--- src/rtl/chan_irq_pkg.sv ---
package chan_irq_pkg;

  typedef enum logic [2:0] {
    SEL_NONE   = 3'd0,
    SEL_STATUS = 3'd1,
    SEL_REQ    = 3'd2,
    SEL_EN     = 3'd3,
    SEL_DET    = 3'd4
  } regSel_e;

  // Strobes from control to datapath
  typedef struct packed {
    logic    clrReq;   // write-one-to-clear on the request register
    logic    wrEnable; // load enable register
    logic    setDone;  // done event this cycle
    logic    setAbort; // abort event this cycle
    regSel_e rdSel;    // register selected for read
  } irqStrobe_t;

endpackage

--- src/rtl/chan_irq_ctrl.sv ---
module chan_irq_ctrl
  import chan_irq_pkg::*;
#(
  parameter int OFF_W      = 8,
  parameter int OFF_STATUS = 'h10,
  parameter int OFF_REQ    = 'h14,
  parameter int OFF_EN     = 'h18,
  parameter int OFF_DET    = 'h1C
) (
  input  logic             regWrEn,
  input  logic [OFF_W-1:0] regAddr,
  input  logic             evtDone,
  input  logic             evtAbort,
  output irqStrobe_t       strb
);

  localparam logic [OFF_W-1:0] ADDR_STATUS = OFF_W'(OFF_STATUS);
  localparam logic [OFF_W-1:0] ADDR_REQ    = OFF_W'(OFF_REQ);
  localparam logic [OFF_W-1:0] ADDR_EN     = OFF_W'(OFF_EN);
  localparam logic [OFF_W-1:0] ADDR_DET    = OFF_W'(OFF_DET);

  regSel_e sel;

  always_comb begin
    unique case (regAddr)
      ADDR_STATUS: sel = SEL_STATUS;
      ADDR_REQ:    sel = SEL_REQ;
      ADDR_EN:     sel = SEL_EN;
      ADDR_DET:    sel = SEL_DET;
      default:     sel = SEL_NONE;
    endcase
  end

  always_comb begin
    strb.rdSel    = sel;
    // Only the request and enable registers accept writes
    strb.clrReq   = regWrEn && (sel == SEL_REQ);
    strb.wrEnable = regWrEn && (sel == SEL_EN);
    strb.setDone  = evtDone;
    strb.setAbort = evtAbort;
  end

endmodule

--- src/rtl/chan_irq_datapath.sv ---
module chan_irq_datapath
  import chan_irq_pkg::*;
#(
  parameter int REG_W     = 32,
  parameter int DONE_BIT  = 1,
  parameter int ABORT_BIT = 13
) (
  input  logic             clk,
  input  logic             rst_n,
  input  irqStrobe_t       strb,
  input  logic [REG_W-1:0] wrData,
  input  logic [REG_W-1:0] hwStatus,
  output logic [REG_W-1:0] rdData,
  output logic             irqOut
);

  localparam logic [REG_W-1:0] ONE        = {{(REG_W-1){1'b0}}, 1'b1};
  localparam logic [REG_W-1:0] DONE_MASK  = ONE << DONE_BIT;
  localparam logic [REG_W-1:0] ABORT_MASK = ONE << ABORT_BIT;
  localparam logic [REG_W-1:0] IMPL_MASK  = DONE_MASK | ABORT_MASK;

  logic [REG_W-1:0] reqQ, enQ, setVec, clrVec, detVal;

  // An abort also reports done
  always_comb begin
    setVec = '0;
    if (strb.setDone || strb.setAbort) setVec = setVec | DONE_MASK;
    if (strb.setAbort)                 setVec = setVec | ABORT_MASK;
  end

  assign clrVec = strb.clrReq ? (wrData & IMPL_MASK) : '0;

  always_ff @(posedge clk or negedge rst_n) begin
    if (!rst_n) begin
      reqQ <= '0;
      enQ  <= '0;
    end else begin
      reqQ <= (reqQ & ~clrVec) | setVec;  // set has priority
      if (strb.wrEnable) enQ <= wrData & IMPL_MASK;
    end
  end

  assign detVal = reqQ & enQ;
  assign irqOut = |detVal;

  always_comb begin
    unique case (strb.rdSel)
      SEL_STATUS: rdData = hwStatus & IMPL_MASK;
      SEL_REQ:    rdData = reqQ;
      SEL_EN:     rdData = enQ;
      SEL_DET:    rdData = detVal;
      default:    rdData = '0;
    endcase
  end

  // a done event always leaves the done bit set
  p_done_sticks_r6: assert property (@(posedge clk) disable iff (!rst_n)
    strb.setDone |=> reqQ[DONE_BIT]);

  // an abort sets both bits
  p_abort_both_r4: assert property (@(posedge clk) disable iff (!rst_n)
    strb.setAbort |=> (reqQ[ABORT_BIT] && reqQ[DONE_BIT]));

  // with no clear and no event the request register holds
  p_req_hold_r5: assert property (@(posedge clk) disable iff (!rst_n)
    (!strb.clrReq && !strb.setDone && !strb.setAbort) |=> $stable(reqQ));

  // a clear of the abort bit with no abort event empties it
  p_abort_clear_r5: assert property (@(posedge clk) disable iff (!rst_n)
    (strb.clrReq && wrData[ABORT_BIT] && !strb.setAbort) |=> !reqQ[ABORT_BIT]);

  // unimplemented bits never hold state
  p_unused_zero_r7: assert property (@(posedge clk) disable iff (!rst_n)
    ((enQ & ~IMPL_MASK) == '0) && ((reqQ & ~IMPL_MASK) == '0));

  // no interrupt while nothing is enabled
  p_quiet_masked_r9: assert property (@(posedge clk) disable iff (!rst_n)
    (enQ == '0) |-> !irqOut);

  // the enable register changes only through its own write strobe
  p_en_hold_r10: assert property (@(posedge clk) disable iff (!rst_n)
    !strb.wrEnable |=> $stable(enQ));

endmodule

--- src/rtl/chan_irq_regs.sv ---
module chan_irq_regs
  import chan_irq_pkg::*;
#(
  parameter int REG_W     = 32,
  parameter int OFF_W     = 8,
  parameter int DONE_BIT  = 1,
  parameter int ABORT_BIT = 13
) (
  input  logic             clk,
  input  logic             rst_n,
  input  logic [REG_W-1:0] hwStatus,
  input  logic             evtDone,
  input  logic             evtAbort,
  input  logic             regWrEn,
  input  logic [OFF_W-1:0] regAddr,
  input  logic [REG_W-1:0] regWrData,
  output logic [REG_W-1:0] regRdData,
  output logic             irqOut
);

  irqStrobe_t strb;

  chan_irq_ctrl #(
    .OFF_W (OFF_W)
  ) u_ctrl (
    .regWrEn  (regWrEn),
    .regAddr  (regAddr),
    .evtDone  (evtDone),
    .evtAbort (evtAbort),
    .strb     (strb)
  );

  chan_irq_datapath #(
    .REG_W     (REG_W),
    .DONE_BIT  (DONE_BIT),
    .ABORT_BIT (ABORT_BIT)
  ) u_dp (
    .clk      (clk),
    .rst_n    (rst_n),
    .strb     (strb),
    .wrData   (regWrData),
    .hwStatus (hwStatus),
    .rdData   (regRdData),
    .irqOut   (irqOut)
  );

endmodule

--- config.mk ---
export PLATFORM = sky130hd
export DESIGN_NAME = chan_irq_regs
export DESIGN_NICKNAME = d
export VERILOG_FILES = /design/src/rtl/chan_irq_pkg.sv /design/src/rtl/chan_irq_ctrl.sv /design/src/rtl/chan_irq_datapath.sv /design/src/rtl/chan_irq_regs.sv
export SDC_FILE = /design/constraint.sdc
export NUM_CORES = 1
export LEC_CHECK = 0
export CAP_MARGIN = 20
export CORE_MARGIN = 2
export CORE_UTILIZATION = 19
export CTS_CLUSTER_DIAMETER = 200
export CTS_CLUSTER_SIZE = 14
export DETAILED_ROUTE_END_ITERATION = 8
export PLACE_DENSITY = 0.83
export SLEW_MARGIN = 20
export SYNTH_ARGS = -nofsm -noshare
export SYNTH_HDL_FRONTEND = slang
export SYNTH_HIERARCHICAL = 1
export SYNTH_SLANG_ARGS = --single-unit
--- constraint.sdc ---
create_clock -name clk -period 4 [get_ports clk]
set_clock_uncertainty 0.15 [all_clocks]
set_input_delay 1 -clock clk [delete_from_list [all_inputs] [get_ports clk]]
set_output_delay 1 -clock clk [all_outputs]
set_load 0.03 [all_outputs]
-- After elaboration in Yosys (flattened, before gate mapping)
Cells that the tools add are included.
W data, S select, Z words.
- divide/modulo/power cells: 0
- magnitude comparators: 0
- multiplexer cells: 5
- reduce and logical (&&, ||, !) cells: 4
- equal/unequal tests: 8
- bitwise operators: 4
- add/sub/neg operators: 0
- $mul: 0
- shift operators: 0
- operator list (cell ; count):
    $pmux W32 S4 ; 1
    $and A32 B14 Y32 ; 1
    $and A32 B32 Y32 ; 1
    $eq A8 B5 Y1 const B ; 4
    $not A32 Y32 ; 1
    $or A32 B32 Y32 ; 1
    $reduce_or A32 Y1 ; 1
    $mux W14 ; 2
    $pmux W3 S4 ; 1
    $eq A3 B2 Y1 const B ; 2
    $eq A3 B1 Y1 const B ; 1
    $eq A3 B3 Y1 const B ; 1
    $logic_and A1 B1 Y1 ; 2
    $mux W2 ; 1
    $logic_or A1 B1 Y1 ; 1
- bits of input ports: 77
- logic and storage cells: 23
- output and inout port bits: 33
- bits in writable memories: 0
- memories: 0
- memory bits (read-only): 0
- flip-flop bits (word level): 34
- latch bits: 0

-- Logic depth before layout (Yosys ltp)
Gate-level depths: netlist of run 1.
- word-level depth: 8
- depth in mapped cells: 5
- gate-level depth less buffers: 5

-- Cells and area by module
Netlist of run 1, hierarchy kept.
- by module, submodules not included (module ; cells an instance ; instances ; seq. area each (sq um) ; area an instance (sq um)):
    chan_irq_datapath ; 53 ; 1 ; 100.1 ; 455.4
    chan_irq_ctrl ; 12 ; 1 ; 0.0 ; 87.6

-- Worst setup path after synthesis of run 1
OpenSTA, ideal clock, no wires.
- path type: input to output
- start point: in regAddr[1]
- end point: out regRdData[13]
- data arrival time: 2.792 ns
- stages: 5
- buffers on the path: 0
- path slack: 0.058 ns
- cells stage by stage: or4b_4 -> nor4_1 -> mux2i_1 -> a211o_1 -> nand2_1
- RTL lines (what ; line ; text):
    start, declared ; chan_irq_regs.sv:15 ; input logic [OFF_W-1:0] regAddr,
    end, declared ; chan_irq_regs.sv:17 ; output logic [REG_W-1:0] regRdData,

==> qor.yml, run 1 <==
status:
  status: "completed"
power_and_ir_drop:
  pwr-share-seq_pct: 26.6
  switchingPower_mw: 0.0671
  power_density_nw_per_um2: 220
  power_mw: 0.161
  swShare_pct: 41.7
  ir_drop_v: 0.000120
  p_int_mw: 0.0939
  combPwrFrac_pct: 42.3
  clock_power_share_pct: 31.1
  p_leak_nw: 0.325
detailed_routing:
  vias: 457
  drt_first_pass_iters: 4
  drc: 0
  routed_via_density: 3.81
  ant_nets: 0
  drt-wirelength-per-cell_um: 8.65
  totalWireLength_um: 1040
  drtIter0Drc: 1
place:
  port_buffers: 19
  gp_congestion: 0.674
  dp_hpwl_um: 868
  dp_cells: 117
synthesis:
  ys_seq_area_share_pct: 18.4
  syn-cell-area_um2: 543
  synth.distinct_cells: 16
  synth.avg_cell_area_um2: 8.35
  syn-instance-count: 65
  yosysWarnings: 6
  ys_ff_latch: 4
grt:
  grt_usage_pct: 6.80
  grt_pass1_vias: 412
  grt_overflow: 0
  grt_pass1_wl_um: 1720
  grt_antenna_before_repair: 0
  grt_max_degree: 6
layout:
  num_antenna_cells: 0
  seqCellArea_um2: 100
  nNetsFinal: 168
  fin_cells: 120
  area_delta_synth_final_pct: 34.6
  nFillCells: 301
  final_util_pct: 26.7
  drive_gt1_share_pct: 18.0
  multiInputGateArea_um2: 344
floorplan:
  start_util_pct: 19.9
  die-area_um2: 3300
  die_h_um: 57.5
  ios: 110
  core_region_area_um2: 2730
  die_w_um: 57.5
  rows: 19
setup_path:
  critPathMaxStageDelay_ns: 0.58
  end_kind: "primary output"
  arrival_ns: 2.76
  critPathMaxFanout: 5
  required_ns: 2.85
  crit_type: "input port to primary output"
  worstSetupStartpointType: "input port"
  path_cells: "dlygate4sd2_1 > or4b_4 > nor4_4 > buf_4 > mux2i_1 > a211o_1 > nand2_2 > buf_6"
  cp_slowest_cell: "or4b_4"
clock_tree:
  htreeDepth: 1
  cts_buffer_depth: 2
  clock_sinks: 4
  clk_root_buffer_cell: "clkbuf_4"
  numCtsBuffers: 3
  cts_tree: "yes"
  hold_buffers: 0
  clk-insertion-delay-late_ns: 0.23
  clkTransAtPathRegs_ns: 0.04
sta:
  hold_viol_final: 0
  slew_viol_final: 0
  layout_min_cycle_time_ns: 3.91
  fmax_mhz: 256
  rsz0062_at_grt: "no"
  min_period_over_period_pct: 97.8
  tns_ns: 0
  finalSetupViolations: 0
flow_run:
  cap_viol_max_count: 0
min_path:
  hp-class: "flip-flop to flip-flop"
-- critical path: cells and delay by family --
family / cells / cell delay (ns)
AND/OR/NAND/NOR: 3 / 0.87
buffers and inverters: 3 / 0.54
AO/OA/AOI/OAI: 1 / 0.27
multiplexers: 1 / 0.07
-- flip-flops by register name, summed over array words and instances (netlist names) --
signal / cells
u_dp/reqQ: 2
u_dp/enQ: 2
-- power groups by stage --
stage                     clock, mW  sequential [mW]  combinational, mW
after floorplan                   0           0.0429             0.0685
after global placement            0           0.0432             0.0657
after detailed placement          0           0.0433             0.0663
after CTS                    0.0515           0.0428             0.0671
after global routing         0.0550           0.0429             0.0721
final                        0.0501           0.0428             0.0682
-- worst paths after layout --
kind                               start             to  slack, ns  depth (start not counted)
max                           regAddr[5]  regRdData[13]       0.09                          8
max in group asynchronous          rst_n   u_dp/enQ[13]       2.71                          1
min reg2reg                u_dp/reqQ[13]  u_dp/reqQ[13]       0.39                          1
min                        u_dp/reqQ[13]  u_dp/reqQ[13]       0.39                          1
min in group asynchronous          rst_n  u_dp/reqQ[13]       0.82                          1
max reg2reg                 u_dp/enQ[13]   u_dp/enQ[13]       3.06                          1
-- Yosys cell counts (all sizes together) --
cell    instances  area share [%]
or4b            1             2.5
nand2           5             3.5
dfrtp           4              18
buf            32              44
xnor2           1             1.6
mux2i           2             3.7
mux2            2             4.1
a22o            1             1.6
nand4           2             2.3
nand3b          2             2.8
conb            1            0.69
nor4            5             5.8
a211o           3             4.8
nor2            1            0.69
a21o            1             1.4
a21oi           2             1.8
-- area by class of cell --
type                            instances  area share (%)
Clock buffer                            3            3.08
Multi-Input combinational cell         58            47.1
Sequential cell                         4            13.7
Tap cell                               31            5.31
Timing Repair Buffer                   24            30.8
-- kinds of logic after synthesis --
kind of cell / count (synthesis) / share of synthesized area, %
AOI/OAI and AO/OA: 7 / 9.68
buffers and inverters: 32 / 44.2
xor gates and xnor gates: 1 / 1.61
other: 1 / 0.691
DFF: 4 / 18.4
and+or+nand+nor: 16 / 17.5
muxes: 4 / 7.83
-- through the flow --
step                area [um^2]  worst slack, ns  hold slack, ns
floorplan                   652           0.0580           0.344
global placement            673          -0.0608           0.370
detailed placement          673           -0.118           0.373
CTS                         722           0.0914           0.381
global route                731           0.0192           0.410
finish                      731           0.0898           0.385
-- cell usage in the layout (no fill, tap or decap), drive strengths merged --
cell type	netlist	routed
conb	1	30
dfrtp	4	4
buf	32	7
nand2	5	5
nor2	1	1
clkdlybuf4s50	0	13
mux2i	2	2
nand3b	2	2
mux2	2	2
nand4	2	2
dlygate4sd2	0	4
nor4	5	5
clkbuf	0	3
a21o	1	1
xnor2	1	1
a21oi	2	2
a22o	1	1
or4b	1	1
a211o	3	3
-- per-layer routing --
metal	part of all wire [%]	wire, um	global-route usage (%)
met1	36	373	6.75
met2	52	543	12.2
met3	10	105	0.907
met4	1.5	16	5.98
met5	0	0	0
-- repair_timing --
item                                   CTS  global route
pin swaps                                6             0
setup endpoints to repair                2             2
setup buffers                            0             0
resized for setup                       10             1
endpoints found under the hold margin    0             0
(Power assumes the default switching activity.)
==> inputs of run 2 (changes only) <==
--- a/config.mk
+++ b/config.mk
@@ -6,6 +6,7 @@
 export NUM_CORES = 1
 export LEC_CHECK = 0
 export CAP_MARGIN = 20
+export CORE_ASPECT_RATIO = 0.8
 export CORE_MARGIN = 2
 export CORE_UTILIZATION = 19
 export CTS_CLUSTER_DIAMETER = 200
==> run 2 against run 1 <==
Final cell count rose by 5.8%. Non-clock buffer count did not move. Combinational power fell by 2%. Routed wire length fell by 2.4%. Critical path depth did not move. Sequential power barely moved. Global-route usage fell by 0.25 points. Clock power fell by 2%. Die area barely moved. Clock-buffer cell count did not move. Hold slack improved by 0.016 ns. Largest power group unchanged.
==> qor.yml, run 2 (synthesis gave the netlist of run 1 again) <==
detailed_routing:
  drt_first_pass_iters: 1  # -3
  drt-wirelength-per-cell_um: 7.98  # -7.8%
  drc: 0  # unchanged
  ant_nets: 0  # unchanged
  vias: 437  # -4.4%
  drtIter0Drc: 0  # -1
  totalWireLength_um: 1010  # -2.4%
  routed_via_density: 3.44  # -9.6%
status:
  status: "completed"
layout:
  multiInputGateArea_um2: 333  # -3.3%
  nNetsFinal: 168  # unchanged
  mostFrequentLayoutCells: "conb_1, clkdlybuf4s50_1, buf_4"
  top_regs: "u_dp/enQ: 2 flops, u_dp/reqQ: 2 flops"
  num_antenna_cells: 0  # unchanged
  final_util_pct: 26.5  # -0.19 points
  seqCellArea_um2: 100  # unchanged
  drive_gt1_share_pct: 20.2  # +2.2 points
  area_delta_synth_final_pct: 34.1
  finalInstanceArea_um2: 728  # -0.34%
  final_common_cell: "conb_1"
  fin_cells: 127  # +5.8%
  nFillCells: 303  # +0.66%
sta:
  holdWs_ns: 0.401  # +0.0156 ns
  slew_viol_final: 0  # unchanged
  finalSetupViolations: 0  # unchanged
  fmax_mhz: 256  # about the same
  min_period_over_period_pct: 97.8  # about the same
  tns_ns: 0  # unchanged
  rsz0062_at_grt: "no"
  hold_viol_final: 0  # unchanged
  layout_min_cycle_time_ns: 3.91  # +0.00255 ns
  worst_slack_ns: 0.0873  # -0.00255 ns
power_and_ir_drop:
  ir_drop_v: 0.000120  # about the same
  p_leak_nw: 0.326  # +0.30%
  power_mw: 0.159  # -1.5%
  power_density_nw_per_um2: 218  # -1.1%
place:
  post-place-ws_ns: -0.102  # +0.0162 ns
  placed_area_um2: 674  # +0.19%
  port_buffers: 19  # unchanged
  gp_congestion: 0.700  # +3.8%
  dp_cells: 123  # +5.1%
  dp_hpwl_um: 858  # -1.2%
clock_tree:
  hold_buffers: 0  # unchanged
  cts_buffer_depth: 2  # unchanged
  numCtsBuffers: 3  # unchanged
  clkTransAtPathRegs_ns: 0.03  # about the same
  clk_root_buffer_cell: "clkbuf_4"
  htreeDepth: 1  # unchanged
  clock_sinks: 4  # unchanged
  cts_tree: "yes"
  clk-insertion-delay-late_ns: 0.23  # about the same
floorplan:
  die_w_um: 63.8  # +11%
  die-area_um2: 3300  # about the same
  ios: 110  # unchanged
  rows: 17  # -2
  core_region_area_um2: 2740  # +0.37%
  start_util_pct: 19.8  # -0.072 points
  die_h_um: 51.8  # -9.8%
setup_path:
  reg2reg_depth: 1  # unchanged
  reg2reg_to: "u_dp/enQ[13]"
  path_cells: "dlygate4sd2_1 > or4b_4 > nor4_2 > buf_4 > mux2i_2 > a211o_1 > nand2_2 > buf_6"
  cp_slowest_cell: "or4b_4"
  critPathMaxStageDelay_ns: 0.56  # -0.02 ns
  arrival_ns: 2.76  # about the same
  crit_type: "input port to primary output"
  reg2reg_from: "u_dp/enQ[13]"
  end_kind: "primary output"
  required_ns: 2.85  # about the same
  crit_start: "regAddr[5]"
  r2r_slack_ns: 3.04  # -0.02 ns
  worstSetupStartpointType: "input port"
  critPathMaxFanout: 5  # unchanged
  crit_end: "regRdData[13]"
min_path:
  hp-class: "flip-flop to flip-flop"
grt:
  grt_pass1_wl_um: 1590  # -7.6%
  grt_antenna_before_repair: 0  # unchanged
  grt_pass1_vias: 381  # -7.5%
  grt_max_degree: 6  # unchanged
  grt_usage_pct: 6.55  # -0.25 points
  grt_overflow: 0  # unchanged
flow_run:
  cap_viol_max_count: 0  # unchanged
-- run 2: cell types whose count changed in the layout (fill, tap and decap cells not counted) --
| cell | change |
|---|---|
| mux2i_2 | +1 |
| mux2i_1 | -1 |
| nand2_2 | +1 |
| nor4_2 | +2 |
| nor4_4 | -2 |
| nand2_1 | -1 |
-- run 2: power breakdown --
| group | switching [mW] | internal, mW |
|---|---|---|
| Sequential | 0.00112 | 0.0417 |
| Combinational | 0.0481 | 0.0186 |
| Clock | 0.0157 | 0.0335 |
-- run 2: area by class of cell --
cell class | instances | share of cell area (%)
clock buffers | 3 | 3.09
multi-input cells | 58 | 45.7
flip-flops and latches | 4 | 13.7
well taps | 38 | 6.53
repair buffers | 24 | 30.9
-- run 2: critical path, delay by kind of cell --
| family | cells | cell delay (ns) |
|---|---|---|
| simple gates | 3 | 0.84 |
| compound gates | 1 | 0.17 |
| mux | 1 | 0.21 |
| buf+inv | 3 | 0.54 |
-- run 2: routing by layer --
layer | global-route usage, % | vias to the layer above | part of all wire, %
li1 | - | 214 | -
met1 | 7.25 | 195 | 39
met2 | 10.9 | 26 | 52
met3 | 1.52 | 2 | 7.8
met4 | 5.43 | 0 | 0.79
met5 | 0 | - | 0
-- run 2: timing repair --
| action | CTS | global route |
|---|---|---|
| resized for setup | 10 | 1 |
| setup endpoints to repair | 2 | 1 |
| pin swaps | 6 | 0 |
| setup buffers | 1 | 0 |
-- run 2: worst min path at each step --
stage,slack (ns),cells past startpoint,start,to
after floorplan,0.34,1,u_dp/reqQ[13],u_dp/reqQ[13]
after global placement,0.37,1,u_dp/reqQ[13],u_dp/reqQ[13]
after detailed placement,0.38,1,u_dp/reqQ[13],u_dp/reqQ[13]
after CTS,0.39,1,u_dp/reqQ[13],u_dp/reqQ[13]
after global routing,0.44,1,u_dp/reqQ[1],u_dp/reqQ[1]
final,0.40,1,u_dp/reqQ[13],u_dp/reqQ[13]
==> inputs of run 3 (changes only) <==
--- a/config.mk
+++ b/config.mk
@@ -5,15 +5,16 @@
 export SDC_FILE = /design/constraint.sdc
 export NUM_CORES = 1
 export LEC_CHECK = 0
+export ABC_AREA = 1
 export CAP_MARGIN = 20
 export CORE_ASPECT_RATIO = 0.8
 export CORE_MARGIN = 2
-export CORE_UTILIZATION = 19
+export CORE_UTILIZATION = 20
 export CTS_CLUSTER_DIAMETER = 200
 export CTS_CLUSTER_SIZE = 14
 export DETAILED_ROUTE_END_ITERATION = 8
-export PLACE_DENSITY = 0.83
-export SLEW_MARGIN = 20
+export PLACE_DENSITY = 0.84
+export SETUP_SLACK_MARGIN = 0.15
 export SYNTH_ARGS = -nofsm -noshare
 export SYNTH_HDL_FRONTEND = slang
 export SYNTH_HIERARCHICAL = 1
==> run 3 against run 2 <==
Synthesized cell count is 46% higher. Via count is 14% higher. First-iteration DRC count increased by 7. Clock power shrank 2%. Clock-buffer cell count did not move. Final area up 0.52%. Register-to-register slack better by 0.10 ns. Total power fell by 0.91%. Maximum frequency increased by 6.2%.
==> qor.yml, run 3 <==
grt:
  grt_pass1_vias: 399  # +4.7%
  grt_antenna_before_repair: 0  # unchanged
  grt_pass1_wl_um: 1660  # +4.3%
  grt_overflow: 0  # unchanged
  grt_usage_pct: 6.52  # -0.027 points
  grt_max_degree: 6  # unchanged
sta:
  slew_viol_final: 0  # unchanged
  min_period_over_period_pct: 92.1  # -5.7 points
  finalSetupViolations: 0  # unchanged
  tns_ns: 0  # unchanged
  fmax_mhz: 272  # +6.2%
  hold_viol_final: 0  # unchanged
  rsz0062_at_grt: "no"
  layout_min_cycle_time_ns: 3.68  # -0.230 ns
synthesis:
  synth_simple_gate_area_share_pct: 28.2  # +11 points
  synth_most_common_cell: "buf_4"
  synth_flop_cell: "dfrtp_1"
  syn-cell-area_um2: 581  # +6.9%
  synth.top_cell.area_share_pct: 41.4  # -2.9 points
  synth_compound_area_share_pct: 2.59  # -7.1 points
  ys_top_cells_by_count: "buf_4, nor2_1, nand2_1, inv_1, nand3_1"
  async_flop_share_pct: 100  # unchanged
  yosysTopAreaCell: "buf_4"
  synthAdderAreaFrac_pct: 0  # unchanged
  synth_top_family_by_area: "buffers and inverters"
  ys_seq_area_share_pct: 17.2  # -1.2 points
  synth-xor-area-share_pct: 1.51  # -0.10 points
  synth.distinct_cells: 11  # -5
  synth_area_leaders: "buf_4, dfrtp_1, nor2_1"
  ys_ff_latch: 4  # unchanged
  synth.avg_cell_area_um2: 6.11  # -27%
  syn-instance-count: 95  # +46%
  synth_mux_area_share_pct: 0  # -7.8 points
  synth_edf_count: 0  # unchanged
  yosysWarnings: 6  # unchanged
clock_tree:
  clock_sinks: 4  # unchanged
  ctsResizeCount: 0  # -10
  cts_buffer_depth: 2  # unchanged
  cts_setup_buffers: 0  # -1
  clk_root_buffer_cell: "clkbuf_4"
  cts_tree: "yes"
  htreeDepth: 1  # unchanged
  hold_buffers: 0  # unchanged
  numCtsBuffers: 3  # unchanged
  clk-insertion-delay-late_ns: 0.23  # about the same
  clkTransAtPathRegs_ns: 0.03  # about the same
floorplan:
  rows: 17  # unchanged
  die-area_um2: 3350  # +1.5%
  start_util_pct: 21.0  # +1.2 points
  die_h_um: 52.2  # +0.72%
  core_region_area_um2: 2770  # +0.78%
  ios: 110  # unchanged
  die_w_um: 64.2  # +0.73%
power_and_ir_drop:
  power_density_nw_per_um2: 215  # -1.4%
  ir_drop_v: 0.000140  # +17%
  p_leak_nw: 0.383  # +18%
place:
  port_buffers: 19  # unchanged
  gp_congestion: 0.720  # +2.9%
  placed_area_um2: 682  # +1.1%
  dp_hpwl_um: 936  # +9.1%
detailed_routing:
  drt-wirelength-per-cell_um: 6.89  # -14%
  ant_nets: 0  # unchanged
  drc: 0  # unchanged
  routed_via_density: 3.29  # -4.4%
  vias: 500  # +14%
  drtIter0Drc: 7  # +7
  drt_first_pass_iters: 4  # +3
  totalWireLength_um: 1050  # +3.5%
layout:
  nNetsFinal: 193  # +15%
  drive_gt1_share_pct: 8.77  # -11 points
  area_delta_synth_final_pct: 26.1
  mostFrequentLayoutCells: "conb_1, clkdlybuf4s50_1, nand2_1"
  finalInstanceArea_um2: 732  # +0.52%
  top_regs: "u_dp/enQ: 2 flops, u_dp/reqQ: 2 flops"
  num_antenna_cells: 0  # unchanged
  final_common_cell: "conb_1"
setup_path:
  critPathMaxFanout: 5  # unchanged
  reg2reg_from: "u_dp/reqQ[1]"
  end_kind: "primary output"
  required_ns: 2.85  # about the same
  worstSetupStartpointType: "input port"
  crit_type: "input port to primary output"
  arrival_ns: 2.53  # -0.23 ns
  crit_start: "regAddr[4]"
min_path:
  hp-class: "flip-flop to flip-flop"
  min_from: "u_dp/reqQ[13]"
status:
  status: "completed"
flow_run:
  cap_viol_max_count: 0  # unchanged
-- run 3: cell types whose count changed after synthesis, sizes merged, moves of 3 or more --
cell	delta
inv	+13
nand2	+11
nor4	-5
a211o	-3
nand3	+8
nor2	+16
-- run 3: area by class of cell --
cell class / instances / area, um^2
fill: 342 / 2030
multi-input combinational: 75 / 328
timing repair buffer: 19 / 185
sequential: 4 / 100
inverter: 13 / 48.8
tap: 38 / 47.5
clock buffer: 3 / 22.5
-- run 3: cell families after synthesis --
group | count (synthesis)
AO/OA/AOI/OAI | 3
XOR/XNOR | 1
buffers and inverters | 45
flip-flops | 4
other | 1
AND/OR/NAND/NOR | 41
-- run 3: critical path: stages --
cell and delay [ns]:
clkdlybuf4s50_1 0.45, inv_1 0.04, nor2_1 0.10, nand3_2 0.20, nor2_4 0.19, inv_1 0.05, nand3_1 0.10, nor2_1 0.05
nor2_1 0.11, nand2_1 0.06, buf_4 0.16
-- run 3: metrics by stage --
step                      utilization (%)  total power [mW]  setup slack [ns]  cells  hold WS [ns]
after floorplan                         -             0.112             0.932    124         0.312
after global placement               24.7             0.107             0.313    149         0.347
after detailed placement             24.7             0.108             0.270    149         0.366
after CTS                            25.5             0.158             0.267    152         0.375
after global routing                 26.5             0.170             0.130    152         0.405
final                                26.5             0.157             0.317    152         0.372
-- run 3: power by group --
group	switching [mW]	internal (mW)
Clock	0.0146	0.0334
Combinational	0.0485	0.0175
Sequential	0.000754	0.0424
-- run 3: final timing paths --
kind                       cells after the start  slack [ns]       endpoint
setup / recovery                              11        0.32  regRdData[13]
hold / removal                                 2        0.37  u_dp/reqQ[13]
setup reg to reg                               2        3.14   u_dp/reqQ[1]
hold reg to reg                                2        0.37  u_dp/reqQ[13]
max in group asynchronous                      1        2.71  u_dp/reqQ[13]
min in group asynchronous                      1        0.82    u_dp/enQ[1]
-- run 3: metal layers --
layer | global-route usage [%] | routed length (um)
met5 | 0 | 0
met4 | 2.13 | 0
met3 | 3.66 | 119
met2 | 9.03 | 441
met1 | 8.46 | 488
